**src/rtl/bvf_pkg.sv**
```systemverilog
package bvf_pkg;
  localparam int DATA_W   = 32;
  localparam int NKIND    = 2;
  localparam int K_FETCH  = 0;
  localparam int K_WRITE  = 1;

  localparam int OFS_FLAG  = 'h20;
  localparam int OFS_SET   = 'h22;
  localparam int OFS_CLR   = 'h24;
  localparam int OFS_EN    = 'h26;
  localparam int OFS_FADDR = 'h28;
  localparam int OFS_WADDR = 'h2A;

  function automatic logic flag_next(input logic cur, input logic set_req, input logic clr_req);
    return set_req | (cur & ~clr_req);
  endfunction

  function automatic logic flag_rise(input logic cur, input logic set_req);
    return set_req & ~cur;
  endfunction

  function automatic logic any_enabled(input logic [NKIND-1:0] ev, input logic [NKIND-1:0] en);
    return |(ev & en);
  endfunction
endpackage

```
**src/rtl/bvf_decode.sv**
```systemverilog
module bvf_decode
  import bvf_pkg::*;
#(
  parameter int ADDR_W = 8,
  parameter int NK     = NKIND
) (
  input  logic              reg_wr,
  input  logic [ADDR_W-1:0] reg_addr,
  input  logic [DATA_W-1:0] reg_wdata,
  input  logic              wr_permit,
  output logic [NK-1:0]     sw_set,
  output logic [NK-1:0]     sw_clr,
  output logic              en_load,
  output logic [NK-1:0]     en_val
);
  localparam logic [ADDR_W-1:0] A_SET = ADDR_W'(OFS_SET);
  localparam logic [ADDR_W-1:0] A_CLR = ADDR_W'(OFS_CLR);
  localparam logic [ADDR_W-1:0] A_EN  = ADDR_W'(OFS_EN);

  logic wr_ok;

  always_comb begin
    wr_ok   = reg_wr & wr_permit;
    sw_set  = (wr_ok && reg_addr == A_SET) ? reg_wdata[NK-1:0] : '0;
    sw_clr  = (wr_ok && reg_addr == A_CLR) ? reg_wdata[NK-1:0] : '0;
    en_load = wr_ok && reg_addr == A_EN;
    en_val  = reg_wdata[NK-1:0];
  end
endmodule

```
**src/rtl/bvf_kind_slice.sv**
```systemverilog
module bvf_kind_slice
  import bvf_pkg::*;
#(
  parameter int CAP_W = 32
) (
  input  logic             clk,
  input  logic             rst_n,
  input  logic             hw_strobe,
  input  logic [CAP_W-1:0] hw_addr,
  input  logic             sw_set,
  input  logic             sw_clr,
  output logic             flag,
  output logic [CAP_W-1:0] cap_addr,
  output logic             rise
);
  logic set_req;
  logic load_addr;

  always_comb begin
    set_req   = hw_strobe | sw_set;
    rise      = flag_rise(flag, set_req);
    load_addr = hw_strobe & ~flag;
  end

  always_ff @(posedge clk or negedge rst_n) begin
    if (!rst_n) begin
      flag     <= 1'b0;
      cap_addr <= '0;
    end else begin
      flag <= flag_next(flag, set_req, sw_clr);
      if (load_addr) cap_addr <= hw_addr;
    end
  end

  p_sticky_r3: assert property (@(posedge clk) disable iff (!rst_n)
    (flag && !sw_clr) |=> flag);
  p_set_wins_r10: assert property (@(posedge clk) disable iff (!rst_n)
    (hw_strobe || sw_set) |=> flag);
  p_clear_r5: assert property (@(posedge clk) disable iff (!rst_n)
    (sw_clr && !hw_strobe && !sw_set) |=> !flag);
  p_addr_hold_r7: assert property (@(posedge clk) disable iff (!rst_n)
    flag |=> $stable(cap_addr));
  p_capture_r7: assert property (@(posedge clk) disable iff (!rst_n)
    (!flag && hw_strobe) |=> (cap_addr == $past(hw_addr)));
endmodule

```
**src/rtl/bvf_irq_gen.sv**
```systemverilog
module bvf_irq_gen
  import bvf_pkg::*;
#(
  parameter int NK = NKIND
) (
  input  logic          clk,
  input  logic          rst_n,
  input  logic          en_load,
  input  logic [NK-1:0] en_val,
  input  logic [NK-1:0] rise,
  input  logic [NK-1:0] flags,
  output logic [NK-1:0] en_q,
  output logic          irq
);
  always_ff @(posedge clk or negedge rst_n) begin
    if (!rst_n) begin
      en_q <= '0;
      irq  <= 1'b0;
    end else begin
      if (en_load) en_q <= en_val;
      irq <= any_enabled(rise, en_q);
    end
  end

  p_en_protect_r8: assert property (@(posedge clk) disable iff (!rst_n)
    !en_load |=> $stable(en_q));
  p_irq_source_r11: assert property (@(posedge clk) disable iff (!rst_n)
    irq |-> ((flags & $past(en_q)) != '0));
  p_irq_masked_r11: assert property (@(posedge clk) disable iff (!rst_n)
    (rise == '0) |=> !irq);
endmodule

```
**src/rtl/bvf_rdmux.sv**
```systemverilog
module bvf_rdmux
  import bvf_pkg::*;
#(
  parameter int ADDR_W = 8,
  parameter int NK     = NKIND,
  parameter int CAP_W  = 32
) (
  input  logic [ADDR_W-1:0]   reg_addr,
  input  logic [NK-1:0]       flags,
  input  logic [NK-1:0]       en_q,
  input  logic [NK*CAP_W-1:0] caps,
  output logic [DATA_W-1:0]   reg_rdata
);
  localparam logic [ADDR_W-1:0] A_FLAG  = ADDR_W'(OFS_FLAG);
  localparam logic [ADDR_W-1:0] A_EN    = ADDR_W'(OFS_EN);
  localparam logic [ADDR_W-1:0] A_FADDR = ADDR_W'(OFS_FADDR);
  localparam logic [ADDR_W-1:0] A_WADDR = ADDR_W'(OFS_WADDR);

  always_comb begin
    reg_rdata = '0;
    unique case (reg_addr)
      A_FLAG:  reg_rdata = DATA_W'(flags);
      A_EN:    reg_rdata = DATA_W'(en_q);
      A_FADDR: reg_rdata = DATA_W'(caps[K_FETCH*CAP_W +: CAP_W]);
      A_WADDR: reg_rdata = DATA_W'(caps[K_WRITE*CAP_W +: CAP_W]);
      default: reg_rdata = '0;
    endcase
  end
endmodule

```
**src/rtl/bus_viol_flag_ctrl.sv**
```systemverilog
module bus_viol_flag_ctrl
  import bvf_pkg::*;
#(
  parameter int ADDR_W = 8,
  parameter int CAP_W  = 32
) (
  input  logic              clk,
  input  logic              rst_n,
  input  logic              reg_wr,
  input  logic [ADDR_W-1:0] reg_addr,
  input  logic [DATA_W-1:0] reg_wdata,
  output logic [DATA_W-1:0] reg_rdata,
  input  logic              wr_permit,
  input  logic              fetch_viol,
  input  logic [CAP_W-1:0]  fetch_addr,
  input  logic              write_viol,
  input  logic [CAP_W-1:0]  write_addr,
  output logic              irq
);
  localparam int NK = NKIND;
  localparam logic [ADDR_W-1:0] A_SET = ADDR_W'(OFS_SET);
  localparam logic [ADDR_W-1:0] A_CLR = ADDR_W'(OFS_CLR);

  logic [NK-1:0]       sw_set, sw_clr, en_val, en_q, flags, rise, hw_strobe;
  logic [NK*CAP_W-1:0] hw_addr, caps;
  logic                en_load;

  assign hw_strobe[K_FETCH] = fetch_viol;
  assign hw_strobe[K_WRITE] = write_viol;
  assign hw_addr[K_FETCH*CAP_W +: CAP_W] = fetch_addr;
  assign hw_addr[K_WRITE*CAP_W +: CAP_W] = write_addr;

  bvf_decode #(.ADDR_W(ADDR_W), .NK(NK)) u_dec (
    .reg_wr(reg_wr), .reg_addr(reg_addr), .reg_wdata(reg_wdata),
    .wr_permit(wr_permit), .sw_set(sw_set), .sw_clr(sw_clr),
    .en_load(en_load), .en_val(en_val)
  );

  for (genvar k = 0; k < NK; k++) begin : g_kind
    bvf_kind_slice #(.CAP_W(CAP_W)) u_slice (
      .clk(clk), .rst_n(rst_n),
      .hw_strobe(hw_strobe[k]), .hw_addr(hw_addr[k*CAP_W +: CAP_W]),
      .sw_set(sw_set[k]), .sw_clr(sw_clr[k]),
      .flag(flags[k]), .cap_addr(caps[k*CAP_W +: CAP_W]), .rise(rise[k])
    );
  end

  bvf_irq_gen #(.NK(NK)) u_irq (
    .clk(clk), .rst_n(rst_n), .en_load(en_load), .en_val(en_val),
    .rise(rise), .flags(flags), .en_q(en_q), .irq(irq)
  );

  bvf_rdmux #(.ADDR_W(ADDR_W), .NK(NK), .CAP_W(CAP_W)) u_rd (
    .reg_addr(reg_addr), .flags(flags), .en_q(en_q), .caps(caps),
    .reg_rdata(reg_rdata)
  );

  p_alias_zero_r4: assert property (@(posedge clk) disable iff (!rst_n)
    (reg_addr == A_SET || reg_addr == A_CLR) |-> (reg_rdata == '0));
  p_upper_zero_r2: assert property (@(posedge clk) disable iff (!rst_n)
    (reg_addr == ADDR_W'(OFS_FLAG) || reg_addr == ADDR_W'(OFS_EN)) |-> (reg_rdata[DATA_W-1:NK] == '0));
  p_gate_r8: assert property (@(posedge clk) disable iff (!rst_n)
    (!wr_permit && !fetch_viol && !write_viol) |=> ($past(flags) == flags));
endmodule

```
**config.mk**
```make
export PLATFORM = sky130hd
export DESIGN_NAME = bus_viol_flag_ctrl
export DESIGN_NICKNAME = d
export VERILOG_FILES = /design/src/rtl/bvf_pkg.sv /design/src/rtl/bvf_decode.sv /design/src/rtl/bvf_kind_slice.sv /design/src/rtl/bvf_irq_gen.sv /design/src/rtl/bvf_rdmux.sv /design/src/rtl/bus_viol_flag_ctrl.sv
export SDC_FILE = /design/constraint.sdc
export NUM_CORES = 1
export LEC_CHECK = 0
export BUFFER_PORTS_ARGS = -buffer_cell sky130_fd_sc_hd__buf_4
export CORE_UTILIZATION = 47
export DETAILED_ROUTE_END_ITERATION = 10
export GPL_ROUTABILITY_DRIVEN = 0
export PLACE_DENSITY = 0.91
export REMOVE_ABC_BUFFERS = 1
export SYNTH_ARGS = -nofsm -noshare
export SYNTH_HDL_FRONTEND = slang
export SYNTH_SLANG_ARGS = --single-unit
```
**constraint.sdc**
```tcl
create_clock -name clk -period 1.6 [get_ports clk]
set_input_delay 0.24 -clock clk [delete_from_list [all_inputs] [get_ports clk]]
set_output_delay 0.24 -clock clk [all_outputs]
set_load 0.03 [all_outputs]
```
==> summary by stage <==
Status
The run finished, with violations left. The checks that failed: negative setup slack.

Layout
The growth of design area from synthesis to finish is 39.1%. The number of antenna diodes in the final layout is 0. The final instance area is 0.00451 sq mm.

The proportion of layout cells with a drive suffix above 1 is 41.9%. Cells fill roughly 69% of the core in the end. The final layout contains between 400 and 500 nets.

Timing
The final critical-path share of the clock period is 105%. The final worst hold slack is 0.121 ns. The number of hold violations in the final report was 0. The post-layout minimum cycle time is between 1.5 and 2 ns. Once routing completed, OpenROAD measured the worst setup slack at -0.0746 ns. On the final layout, the worst clock skew is between 0.01 and 0.015 ns. For the pin with the worst max-slew slack, the measured transition is approximately 0.40 ns.

Setup violations remaining at the end of the flow were counted as 7. Setup repair after global routing could not meet its margin everywhere. The final-report max-slew violation count is 0. Measured against its own limit, the worst slew margin works out to between 70 and 80%. The achievable frequency is 597 MHz.

The accumulated negative setup slack is -0.202 ns.

CTS
In this run the deepest clock path goes through 2 buffers. The number of levels the H-tree was split into is 3. In this run the clock root is driven by a sky130_fd_sc_hd__clkbuf_8. The clock net in this run drives a total of 69 sinks. The clock buffer count from CTS is 9. TritonCTS built the clock tree. The clock insertion delay at the later pin of the skew report is about 0.33 ns.

The clock-pin slew on the worst setup and hold paths is about 0.080 ns.

Placement
Detailed placement ended at an HPWL of ~5.4 mm. The port buffer count is 112. Summing all placed instances gives a cell area of approximately 0.0043 sq mm.

Critical path
For flop-to-flop paths, the worst setup slack is ~0.17 ns. STA puts the critical path data arrival time at roughly 1.4 ns. The critical path is of the reg -> out type. Traced cell by cell, the critical path runs through mux2i_1, or2_1, a221oi_2, buf_4. The kind of launch point of the worst setup path is a flip-flop. The launch instance of the worst register-to-register path is g_kind[1].u_slice.flag$_DFF_PN0_. The critical path runs through a total of 4 cells. The endpoint identified for the worst register-to-register timing path is g_kind[1].u_slice.cap_addr[3]$_DFFE_PN0P_. The required time reported for the critical path endpoint is 1.36 ns.

In this design, the stage delay of the slowest critical-path cell is 0.36 ns. The maximum fanout along the worst path is 2. Measured in cells, the most critical reg-to-reg path has a length of 4.

The capturing element type of the critical path is an output pin. In this run the worst setup path begins at g_kind[1].u_slice.flag$_DFF_PN0_. In this design, the largest share of critical-path delay is due to flip-flops. The buffers plus inverters on the worst setup path is 1.

The worst-path cell with the longest stage delay is sky130_fd_sc_hd__dfrtp_1.

Floorplanning
The total number of placement rows is 29. The die is approximately 85 um tall. In this run the horizontal extent of the chip is between 80 and 90 um. The region available for standard cell placement spans around 0.0065 sq mm. The I/O pin count is around 140. The floorplan step defined a die boundary enclosing between 0.007 and 0.008 sq mm. Once the floorplan was initialized, standard cells occupied about half of the core.

Yosys
In the synthesized netlist, the cells that appear most often are sky130_fd_sc_hd__dfrtp_1, sky130_fd_sc_hd__mux2_1, sky130_fd_sc_hd__mux2i_1. Summing the sequential cell areas from Yosys gives 53.3% of the chip area. The synthesized instance count is between 200 and 250. During synthesis, Yosys emitted a total of 0 warnings. The most used flip-flop cell after synthesis is sky130_fd_sc_hd__dfrtp_1.

The post-synthesis instance area is 0.00324 sq mm. In this run the biggest area consumer among cell types represents roughly 53% of the synthesized area. The synthesized design spends more area on one cell type than any other, namely sky130_fd_sc_hd__dfrtp_1. The most repeated cell in the gate-level netlist after synthesis is sky130_fd_sc_hd__dfrtp_1. For this run, asynchronously set or reset flops after synthesis account for 100%.

The number of enable-type register cells in the synthesized netlist is 0. The synthesized design contains roughly 70 register bits. A synthesized cell averages 13.1 sq um. Ranked by total cell area, the synthesized netlist is headed by sky130_fd_sc_hd__dfrtp_1, sky130_fd_sc_hd__mux2_1, sky130_fd_sc_hd__mux2i_1, sky130_fd_sc_hd__nor2_1, sky130_fd_sc_hd__mux2_2.

The distinct cell type count of the synthesized netlist is 29.

Min path
The terminating pin of the worst hold path is g_kind[0].u_slice.cap_addr[23]$_DFFE_PN0P_. The type of the worst min-delay path is in -> reg. The source of the worst hold timing path is fetch_addr[23].

The worst hold path stage count is 2.

Detailed routing
The first detailed-routing pass took 4 iterations. The total via count after detailed routing is 2,385. After detailed routing, the number of remaining DRC violations is 0. The starting DRC count in detailed routing is 52. Dividing the detail-routed wire length by the instance count gives 16.1 um.

In the routed layout, each cell is associated on average with a via count of ~5.3. The antenna violation net count after detailed routing is 0. The total wirelength of the detailed-routed design is 7.32 mm.

Pwr
Across the VDD grid, the largest voltage drop is approximately 700 uV. Dividing total power by cell area gives a power density of 814 mW/mm^2. The total leakage power is around 2.3 nW.

GRT
The number of global-route vias before repair is ~2,600. Entering global routing, the biggest net connects 42 pins. The number of antenna violations at the first check in global routing came to 0. The total track usage is a little over a fifth.

For this run the aggregate overflow at the end of global routing stands at 0. The first global-routing pass estimated ~12 mm of wire.

Job
Max-cap violations in this run came to 0.
## per-layer routing
| layer | routed length [um] | vias up | global-route usage, % |
|---|---|---|---|
| met4 | 88 | 0 | 8.32 |
| met1 | 3010 | 1176 | 25.6 |
| met5 | 0 | - | 0 |
| met3 | 431 | 7 | 5.74 |
| met2 | 3780 | 72 | 38.1 |
| li1 | - | 1130 | - |
## layout make-up
class,instances,area (sq um)
Clock buffer,12,155
Clock inverter,4,22.5
Fill cell,456,1990
Inverter,1,3.75
Multi-Input combinational cell,162,1460
Sequential cell,69,1730
Tap cell,77,96.3
Timing Repair Buffer,129,1040
## report_power, final
group / leakage [nW] / internal [mW] / switching, mW
Combinational: 1.29 / 0.279 / 0.180
Sequential: 0.868 / 1.88 / 0.0640
Clock: 0.0921 / 0.640 / 0.627
## timing repair
action                                  CTS  global route
endpoints found under the hold margin    28             0
gates cloned                              0             0
pin swaps                                 0             1
hold buffers                              1             0
endpoints found under the setup margin   11            32
buffers inserted                          2             0
gates resized for setup                   4             1
## sequential cells by signal (all words and copies together), names as in the netlist
register	cells
g_kind.u_slice.cap_addr	64
g_kind.u_slice.flag	2
u_irq.irq	1
u_irq.en_q	2
## cell families (layout without fill, tap and decap cells)
group | after synthesis | in the layout | share of synthesized area [%]
flops | 69 | 69 | 53.3
mux | 98 | 98 | 32.8
simple gates | 53 | 53 | 8.49
compound gates | 11 | 11 | 2.70
buf+inv | 17 | 146 | 2.70
## through the flow
stage / setup slack, ns / std cells / power [mW]
2_1_floorplan: -0.894 / 232 / 2.14
3_3_place_gp: -0.0305 / 435 / 2.40
3_5_place_dp: -0.0332 / 435 / 2.43
4_1_cts: -0.0910 / 454 / 3.71
5_1_grt: -0.198 / 454 / 3.84
6_report: -0.0746 / 454 / 3.67
## how the worst max path moves through the flow
stage	slack (ns)	to
detailed placement	-0.03	reg_rdata[1]
global placement	-0.03	reg_rdata[11]
CTS	-0.09	reg_rdata[1]
finish	-0.07	reg_rdata[1]
floorplan	-0.89	g_kind[0].u_slice.cap_addr[2]$_DFFE_PN0P_
global route	-0.20	reg_rdata[1]
## cell usage in the layout (no fill, tap or decap), types with 3 or more instances in the layout
cell and instances:
sky130_fd_sc_hd__nand2_1 3, sky130_fd_sc_hd__buf_4 121, sky130_fd_sc_hd__buf_12 5, sky130_fd_sc_hd__nand2b_1 3, sky130_fd_sc_hd__nor2_1 30, sky130_fd_sc_hd__dfrtp_1 69, sky130_fd_sc_hd__mux2_2 8, sky130_fd_sc_hd__a31oi_1 3
sky130_fd_sc_hd__mux2_1 58, sky130_fd_sc_hd__clkbuf_8 11, sky130_fd_sc_hd__clkinv_2 3, sky130_fd_sc_hd__mux2i_1 32
## worst register-to-register path, stage by stage (launching register included)
cell                      delay (ns)
sky130_fd_sc_hd__dfrtp_1        0.39
sky130_fd_sc_hd__buf_4          0.15
sky130_fd_sc_hd__nor2b_4        0.13
sky130_fd_sc_hd__buf_4          0.27
sky130_fd_sc_hd__mux2_1         0.36
(Power assumes the default switching activity.)
